--- src/rtl/pwm_pkg.sv ---
package pwm_pkg;
  localparam logic [4:0]  OFS_CTRL   = 5'h00;
  localparam logic [4:0]  OFS_SAMPLE = 5'h0C;
  localparam logic [4:0]  OFS_PERIOD = 5'h10;
  localparam int          EN_BIT     = 0;
  localparam int          PRE_LSB    = 4;
  localparam int          SRC_LSB    = 16;
  localparam int          RUN_LSB    = 22;
  localparam logic [31:0] CTRL_MASK  = 32'h03C3_FFF1;
endpackage

--- src/rtl/pwm_regs.sv ---
module pwm_regs
  import pwm_pkg::*;
#(
  parameter int ADDR_W = 5,
  parameter int DATA_W = 32,
  parameter int CNT_W  = 16,
  parameter int PRE_W  = 12
) (
  input  logic              clk_i,
  input  logic              rst_ni,
  input  logic              req_i,
  input  logic              we_i,
  input  logic [ADDR_W-1:0] addr_i,
  input  logic [DATA_W-1:0] wdata_i,
  output logic [DATA_W-1:0] rdata_o,
  output logic              en_o,
  output logic [PRE_W-1:0]  presc_o,
  output logic [1:0]        src_o,
  output logic [3:0]        run_en_o,
  output logic [CNT_W-1:0]  sample_o,
  output logic [CNT_W-1:0]  period_o
);
  logic [DATA_W-1:0] ctrl_q, sample_q, period_q;
  logic              wr;

  assign wr = req_i & we_i;

  always_ff @(posedge clk_i or negedge rst_ni) begin
    if (!rst_ni) begin
      ctrl_q   <= '0;
      sample_q <= '0;
      period_q <= '0;
    end else if (wr) begin
      case (addr_i)
        ADDR_W'(OFS_CTRL):   ctrl_q   <= wdata_i & DATA_W'(CTRL_MASK);
        ADDR_W'(OFS_SAMPLE): sample_q <= DATA_W'(wdata_i[CNT_W-1:0]);
        ADDR_W'(OFS_PERIOD): period_q <= DATA_W'(wdata_i[CNT_W-1:0]);
        default: ;
      endcase
    end
  end

  always_comb begin
    case (addr_i)
      ADDR_W'(OFS_CTRL):   rdata_o = ctrl_q;
      ADDR_W'(OFS_SAMPLE): rdata_o = sample_q;
      ADDR_W'(OFS_PERIOD): rdata_o = period_q;
      default:             rdata_o = '0;
    endcase
  end

  assign en_o     = ctrl_q[EN_BIT];
  assign presc_o  = ctrl_q[PRE_LSB +: PRE_W];
  assign src_o    = ctrl_q[SRC_LSB +: 2];
  assign run_en_o = ctrl_q[RUN_LSB +: 4];
  assign sample_o = sample_q[CNT_W-1:0];
  assign period_o = period_q[CNT_W-1:0];

  AST_SAMPLE_WRITE: assert property (@(posedge clk_i) disable iff (!rst_ni)
    (wr && addr_i == ADDR_W'(OFS_SAMPLE)) |=> sample_o == $past(wdata_i[CNT_W-1:0]));
endmodule

--- src/rtl/pwm_prescaler.sv ---
module pwm_prescaler #(
  parameter int PRE_W = 12
) (
  input  logic             clk_i,
  input  logic             rst_ni,
  input  logic             clr_i,
  input  logic             adv_i,
  input  logic [PRE_W-1:0] ratio_i,
  output logic             tick_o
);
  logic [PRE_W-1:0] div_q;

  // >= keeps a shrinking ratio from running the divider past its limit
  assign tick_o = adv_i && (div_q >= ratio_i);

  always_ff @(posedge clk_i or negedge rst_ni) begin
    if (!rst_ni)      div_q <= '0;
    else if (clr_i)   div_q <= '0;
    else if (tick_o)  div_q <= '0;
    else if (adv_i)   div_q <= div_q + PRE_W'(1);
  end

  AST_PRE_RESTART: assert property (@(posedge clk_i) disable iff (!rst_ni)
    tick_o |=> div_q == '0);
  AST_PRE_IDLE: assert property (@(posedge clk_i) disable iff (!rst_ni)
    (!adv_i && !clr_i) |=> $stable(div_q));
endmodule

--- src/rtl/pwm_core.sv ---
module pwm_core #(
  parameter int CNT_W = 16
) (
  input  logic             clk_i,
  input  logic             rst_ni,
  input  logic             en_i,
  input  logic             step_i,
  input  logic [CNT_W-1:0] sample_i,
  input  logic [CNT_W-1:0] period_i,
  output logic             pwm_o
);
  localparam int CW = CNT_W + 1;

  logic [CW-1:0]    cnt_q, lim;
  logic [CNT_W-1:0] sample_act_q, period_act_q;

  assign lim = {1'b0, period_act_q} + CW'(1);

  always_ff @(posedge clk_i or negedge rst_ni) begin
    if (!rst_ni) begin
      cnt_q        <= '0;
      sample_act_q <= '0;
      period_act_q <= '0;
    end else if (!en_i) begin
      cnt_q        <= '0;
      sample_act_q <= sample_i;
      period_act_q <= period_i;
    end else if (step_i) begin
      if (cnt_q >= lim) begin
        cnt_q        <= '0;
        sample_act_q <= sample_i;
        period_act_q <= period_i;
      end else begin
        cnt_q <= cnt_q + CW'(1);
      end
    end
  end

  assign pwm_o = en_i && ({1'b0, sample_act_q} > cnt_q);

  AST_CNT_IN_RANGE: assert property (@(posedge clk_i) disable iff (!rst_ni)
    en_i |-> cnt_q <= {1'b0, period_act_q} + CW'(1));
  AST_OFF_CLEARS: assert property (@(posedge clk_i) disable iff (!rst_ni)
    !en_i |=> cnt_q == '0);
  AST_HOLD_NO_STEP: assert property (@(posedge clk_i) disable iff (!rst_ni)
    (en_i && !step_i) |=> $stable(cnt_q));
  AST_SHADOW_MID_CYCLE: assert property (@(posedge clk_i) disable iff (!rst_ni)
    (en_i && $past(en_i) && cnt_q != '0) |-> ($stable(period_act_q) && $stable(sample_act_q)));
endmodule

--- src/rtl/pwm_gen.sv ---
module pwm_gen #(
  parameter int ADDR_W = 5,
  parameter int DATA_W = 32,
  parameter int CNT_W  = 16,
  parameter int PRE_W  = 12
) (
  input  logic              clk_i,
  input  logic              rst_ni,
  input  logic              req_i,
  input  logic              we_i,
  input  logic [ADDR_W-1:0] addr_i,
  input  logic [DATA_W-1:0] wdata_i,
  output logic [DATA_W-1:0] rdata_o,
  input  logic [2:0]        src_tick_i,
  input  logic [3:0]        lp_i,
  output logic              pwm_o
);
  logic             en;
  logic [PRE_W-1:0] presc;
  logic [1:0]       src;
  logic [3:0]       run_en;
  logic [CNT_W-1:0] sample, period;
  logic             src_tick, frozen, adv, step;

  pwm_regs #(.ADDR_W(ADDR_W), .DATA_W(DATA_W), .CNT_W(CNT_W), .PRE_W(PRE_W)) u_regs (
    .clk_i, .rst_ni, .req_i, .we_i, .addr_i, .wdata_i, .rdata_o,
    .en_o(en), .presc_o(presc), .src_o(src), .run_en_o(run_en),
    .sample_o(sample), .period_o(period)
  );

  always_comb begin
    case (src)
      2'd1:    src_tick = src_tick_i[0];
      2'd2:    src_tick = src_tick_i[1];
      2'd3:    src_tick = src_tick_i[2];
      default: src_tick = 1'b0;
    endcase
  end

  // a low-power flag stalls the count unless its run-enable is set
  assign frozen = |(lp_i & ~run_en);
  assign adv    = en & src_tick & ~frozen;

  pwm_prescaler #(.PRE_W(PRE_W)) u_pre (
    .clk_i, .rst_ni, .clr_i(~en), .adv_i(adv), .ratio_i(presc), .tick_o(step)
  );

  pwm_core #(.CNT_W(CNT_W)) u_core (
    .clk_i, .rst_ni, .en_i(en), .step_i(step),
    .sample_i(sample), .period_i(period), .pwm_o
  );

  AST_OFF_LOW: assert property (@(posedge clk_i) disable iff (!rst_ni)
    !en |-> !pwm_o);
  AST_FROZEN_STABLE: assert property (@(posedge clk_i) disable iff (!rst_ni)
    (en && $past(en) && $past(frozen)) |-> $stable(pwm_o));
endmodule

--- config.mk ---
export PLATFORM = sky130hd
export DESIGN_NAME = pwm_gen
export DESIGN_NICKNAME = d
export VERILOG_FILES = /design/src/rtl/pwm_pkg.sv /design/src/rtl/pwm_regs.sv /design/src/rtl/pwm_prescaler.sv /design/src/rtl/pwm_core.sv /design/src/rtl/pwm_gen.sv
export SDC_FILE = /design/constraint.sdc
export NUM_CORES = 1
export LEC_CHECK = 0
export ABC_CLOCK_PERIOD_IN_PS = 5800
export BUFFER_PORTS_ARGS = -buffer_cell sky130_fd_sc_hd__buf_2
export CAP_MARGIN = 15
export CORE_MARGIN = 5
export CORE_UTILIZATION = 40
export CTS_BUF_LIST = sky130_fd_sc_hd__clkbuf_2 sky130_fd_sc_hd__clkbuf_4 sky130_fd_sc_hd__clkbuf_8
export DETAILED_ROUTE_END_ITERATION = 12
export GPL_ROUTABILITY_DRIVEN = 0
export SYNTH_ARGS = -nofsm -noshare
export SYNTH_HDL_FRONTEND = slang
export SYNTH_HIERARCHICAL = 1
export SYNTH_SLANG_ARGS = --single-unit
--- constraint.sdc ---
create_clock -name clk_i -period 5.8 [get_ports clk_i]
set_input_delay 0.29 -clock clk_i [delete_from_list [all_inputs] [get_ports clk_i]]
set_output_delay 0.29 -clock clk_i [all_outputs]
set_load 0.02 [all_outputs]
==> results.cfg <==
[outcome]
status = finished clean

[cells_and_area]
drive_gt1_share_pct = 27.46
layout.cells.non_filler = 890
antenna_cells = 0
area_growth_pct = 8.933
num-nets-final = 761

[setup_path]
r2r_end = u_core/sample_act_q[13]
crit_path_start_kind = flip-flop
cpPeakStageDelay_ns = 0.74
cp_slowest_cell = nor2b_1
r2r_setup_slack_ns = 1.58
worstSetupEndpointType = flip-flop
reg2reg_depth = 11
cp_data_required_time_ns = 6.08
path_max_fanout = 30
crit_start = u_pre/div_q[0]
worst_r2r_startpoint = u_pre/div_q[0]
path_cells = inv_1, ha_1, nand2b_4, a2111o_1, a211oi_4, nor2_2, and2_2, nor2b_1, a21oi_4, buf_4, mux2_4
endpoint = u_core/sample_act_q[13]
worstPathArrival_ns = 4.50
criticalPathCategory = flip-flop to flip-flop

[detailed_routing]
routed_via_density = 5.408
remaining_drc_errors = 0
post_drt_wl_per_cell_um = 17.46
drt-pass1-iter-count = 4
ant_nets = 0
vias = 4813
wl_um = 15540
drt_iter0_drc = 314

[cts]
cts_buffers = 9
cts_buffer_depth = 2
cts-root-buf = clkbuf_8
cts_setup_buffers = 0
clkLatencyLatePin_ns = 0.39
cts.repair.resized = 0
cts_sinks = 112
cts.clk_slew.worst_paths_ns = 0.10
cts_tree = done
cts_hold_buf = 1
ctsHtreeMaxLevel = 3

[floorplanning]
fp.coreArea_sq_um = 16470
die_y_um = 139.2
dieArea_sq_um = 19390
rows = 47
initial_core_util_pct = 40.58
die_width_um = 139.2
ios = 81

[job]
drv_cap = 0

[power]
power_frac_clock_pct = 23.4
combPwrFrac_pct = 25.3
ir_worst_vdd_uv = 101.2
netSwitchingFraction_pct = 31.94
p_per_area_nw_per_um2 = 260.8
p_sw_uw = 606.1
cellLeakagePower_nw = 3.389
p_seq_share_pct = 51.3
p_int_mw = 1.292

[logic_synthesis]
synth-edff-count = 0
postSynthRegisterBits = 112
synth.yosys.seq_area_share_pct = 41.95
ys_warn_count = 6
netlist_instances = 610
avgSynthCellArea_sq_um = 10.95
synth_top_area_cell = dfrtp_1
yosysTopAreaCellShare_pct = 41.95
netlist_area_sq_um = 6681
netlist_top_cells_area = dfrtp_1 42%, mux2_2 11%, ha_1 9.0%
async_reset_ff_share_pct = 100.0
synth.distinct_cells = 64
synthFlopType = dfrtp_1

[sta]
fmax_ghz = 0.2368
tns_ns = 0
period_share_pct = 72.80
tightest_slew_ns = 1.096
fin_hold_ws_ns = 0.1309
rsz0062_at_grt = false
skew_ns = 0.007053
min_period_ns = 4.223
setup_viol = 0
slew_viol_final = 0
relSlewSlack_pct = 26.66
hold_viol_final = 0

[global_route]
grt_pass1_wl_um = 25750
grt_overflow = 0
antenna_found_initial = 0
grt_max_degree = 80
grt_use_total_pct = 16.26
grt_pass1_vias = 4907

[placement]
io_buffers = 60
dp.cells = 873
hpwl_um = 11820

[min_path]
hp-class = input port to flip-flop
hold_start = wdata_i[22]
holdPathStages = 2
stage by stage:
stage | total power [mW] | util (%) | setup slack [ns] | area, sq um
global route | 2.015 | 44.20 | 1.265 | 7278
CTS | 1.920 | 44.20 | 1.606 | 7278
finish | 1.898 | 44.20 | 1.577 | 7278
floorplan | 1.349 | - | 2.915 | 6715
detailed placement | 1.473 | 43.06 | 1.620 | 7091
global placement | 1.452 | 43.06 | 1.741 | 7091
metal layers:
metal	global-route usage, %	part of all wire (%)
met1	21.29	45
met2	27.51	51
met3	2.058	2.8
met4	6.282	2.0
met5	0	0
power by group through the flow:
stage | logic [mW] | clock network [mW] | registers (mW)
finish | 0.480 | 0.444 | 0.974
CTS | 0.486 | 0.460 | 0.974
detailed placement | 0.483 | 0 | 0.990
floorplan | 0.397 | 0 | 0.952
global route | 0.539 | 0.486 | 0.989
global placement | 0.467 | 0 | 0.985
kinds of logic (layout without fill, tap and decap cells):
group,Yosys count,in the layout,synth area share (%)
and+or+nand+nor,163,163,13.26
adders and majority gates,48,48,8.989
DFF,112,112,41.95
other,1,10,0.05613
muxes,84,84,15.26
buffers and inverters,73,124,5.899
xor gates and xnor gates,26,26,3.408
AOI/OAI and AO/OA,103,103,11.18
cell usage in the layout, fill, tap and decap left out, types with 4 or more instances in the layout:
cell type and count:
buf_4 5, and2_1 6, and3_1 15, o21ai_0 12, o2bb2ai_1 13, mux2_2 63
nand2_1 34, a22oi_1 13, o211ai_1 15, nand2b_1 8, xnor2_1 18, dfrtp_1 112
nor3_1 13, mux2_4 20, a211oi_1 4, nor2_1 28, conb_1 10, inv_1 41
buf_2 59, clkbuf_8 10, a21oi_1 19, nand4_1 7, ha_1 48, nand3_1 26
xor2_1 8
synthesized netlist by cell type (3+ instances only):
master	n
dfrtp_1	112
mux2_2	63
ha_1	48
inv_1	41
nand2_1	34
nor2_1	28
nand3_1	26
mux2_4	20
a21oi_1	19
xnor2_1	18
and3_1	15
o211ai_1	15
a22oi_1	13
nor3_1	13
o2bb2ai_1	13
o21ai_0	12
buf_4	10
clkbuf_1	9
nand2b_1	8
xor2_1	8
nand4_1	7
and2_1	6
a211oi_1	4
buf_2	4
a22o_1	3
a31oi_1	3
buf_6	3
nor2_2	3
nor2b_1	3
o311ai_1	3
how the worst min path moves through the flow:
stage                             end  slack, ns
finish              u_regs/ctrl_q[22]       0.13
global route        u_regs/ctrl_q[24]       0.11
CTS                 u_regs/ctrl_q[24]        0.1
detailed placement   u_core/cnt_q[13]       0.27
global placement     u_core/cnt_q[15]       0.26
floorplan             u_core/cnt_q[0]     -0.006
worst max-delay path: cells and delay by family (launching register included):
family	cells	cell delay (ns)
AND/OR/NAND/NOR	4	1.33
adder cells (fa/ha/maj)	1	0.27
AO/OA/AOI/OAI	3	1.34
multiplexers	1	0.33
flip-flops	1	0.41
buffers and inverters	2	0.41
state kept, by name, summed over array words and instances, names as in the netlist:
name and flops:
u_pre/div_q 12, u_core/cnt_q 17, u_regs/period_q 16, u_core/period_act_q 16
u_regs/ctrl_q 19, u_regs/sample_q 16, u_core/sample_act_q 16
area by class of cell:
cell class	count	area [sq um]
Clock buffer	13	160.2
Timing Repair Buffer	65	342.8
Tap cell	220	275.3
Clock inverter	3	17.52
Inverter	43	161.4
Fill cell	1599	9188
Sequential cell	112	2803
Multi-Input combinational cell	434	3518
No activity file was read; power rests on OpenSTA's default activity.
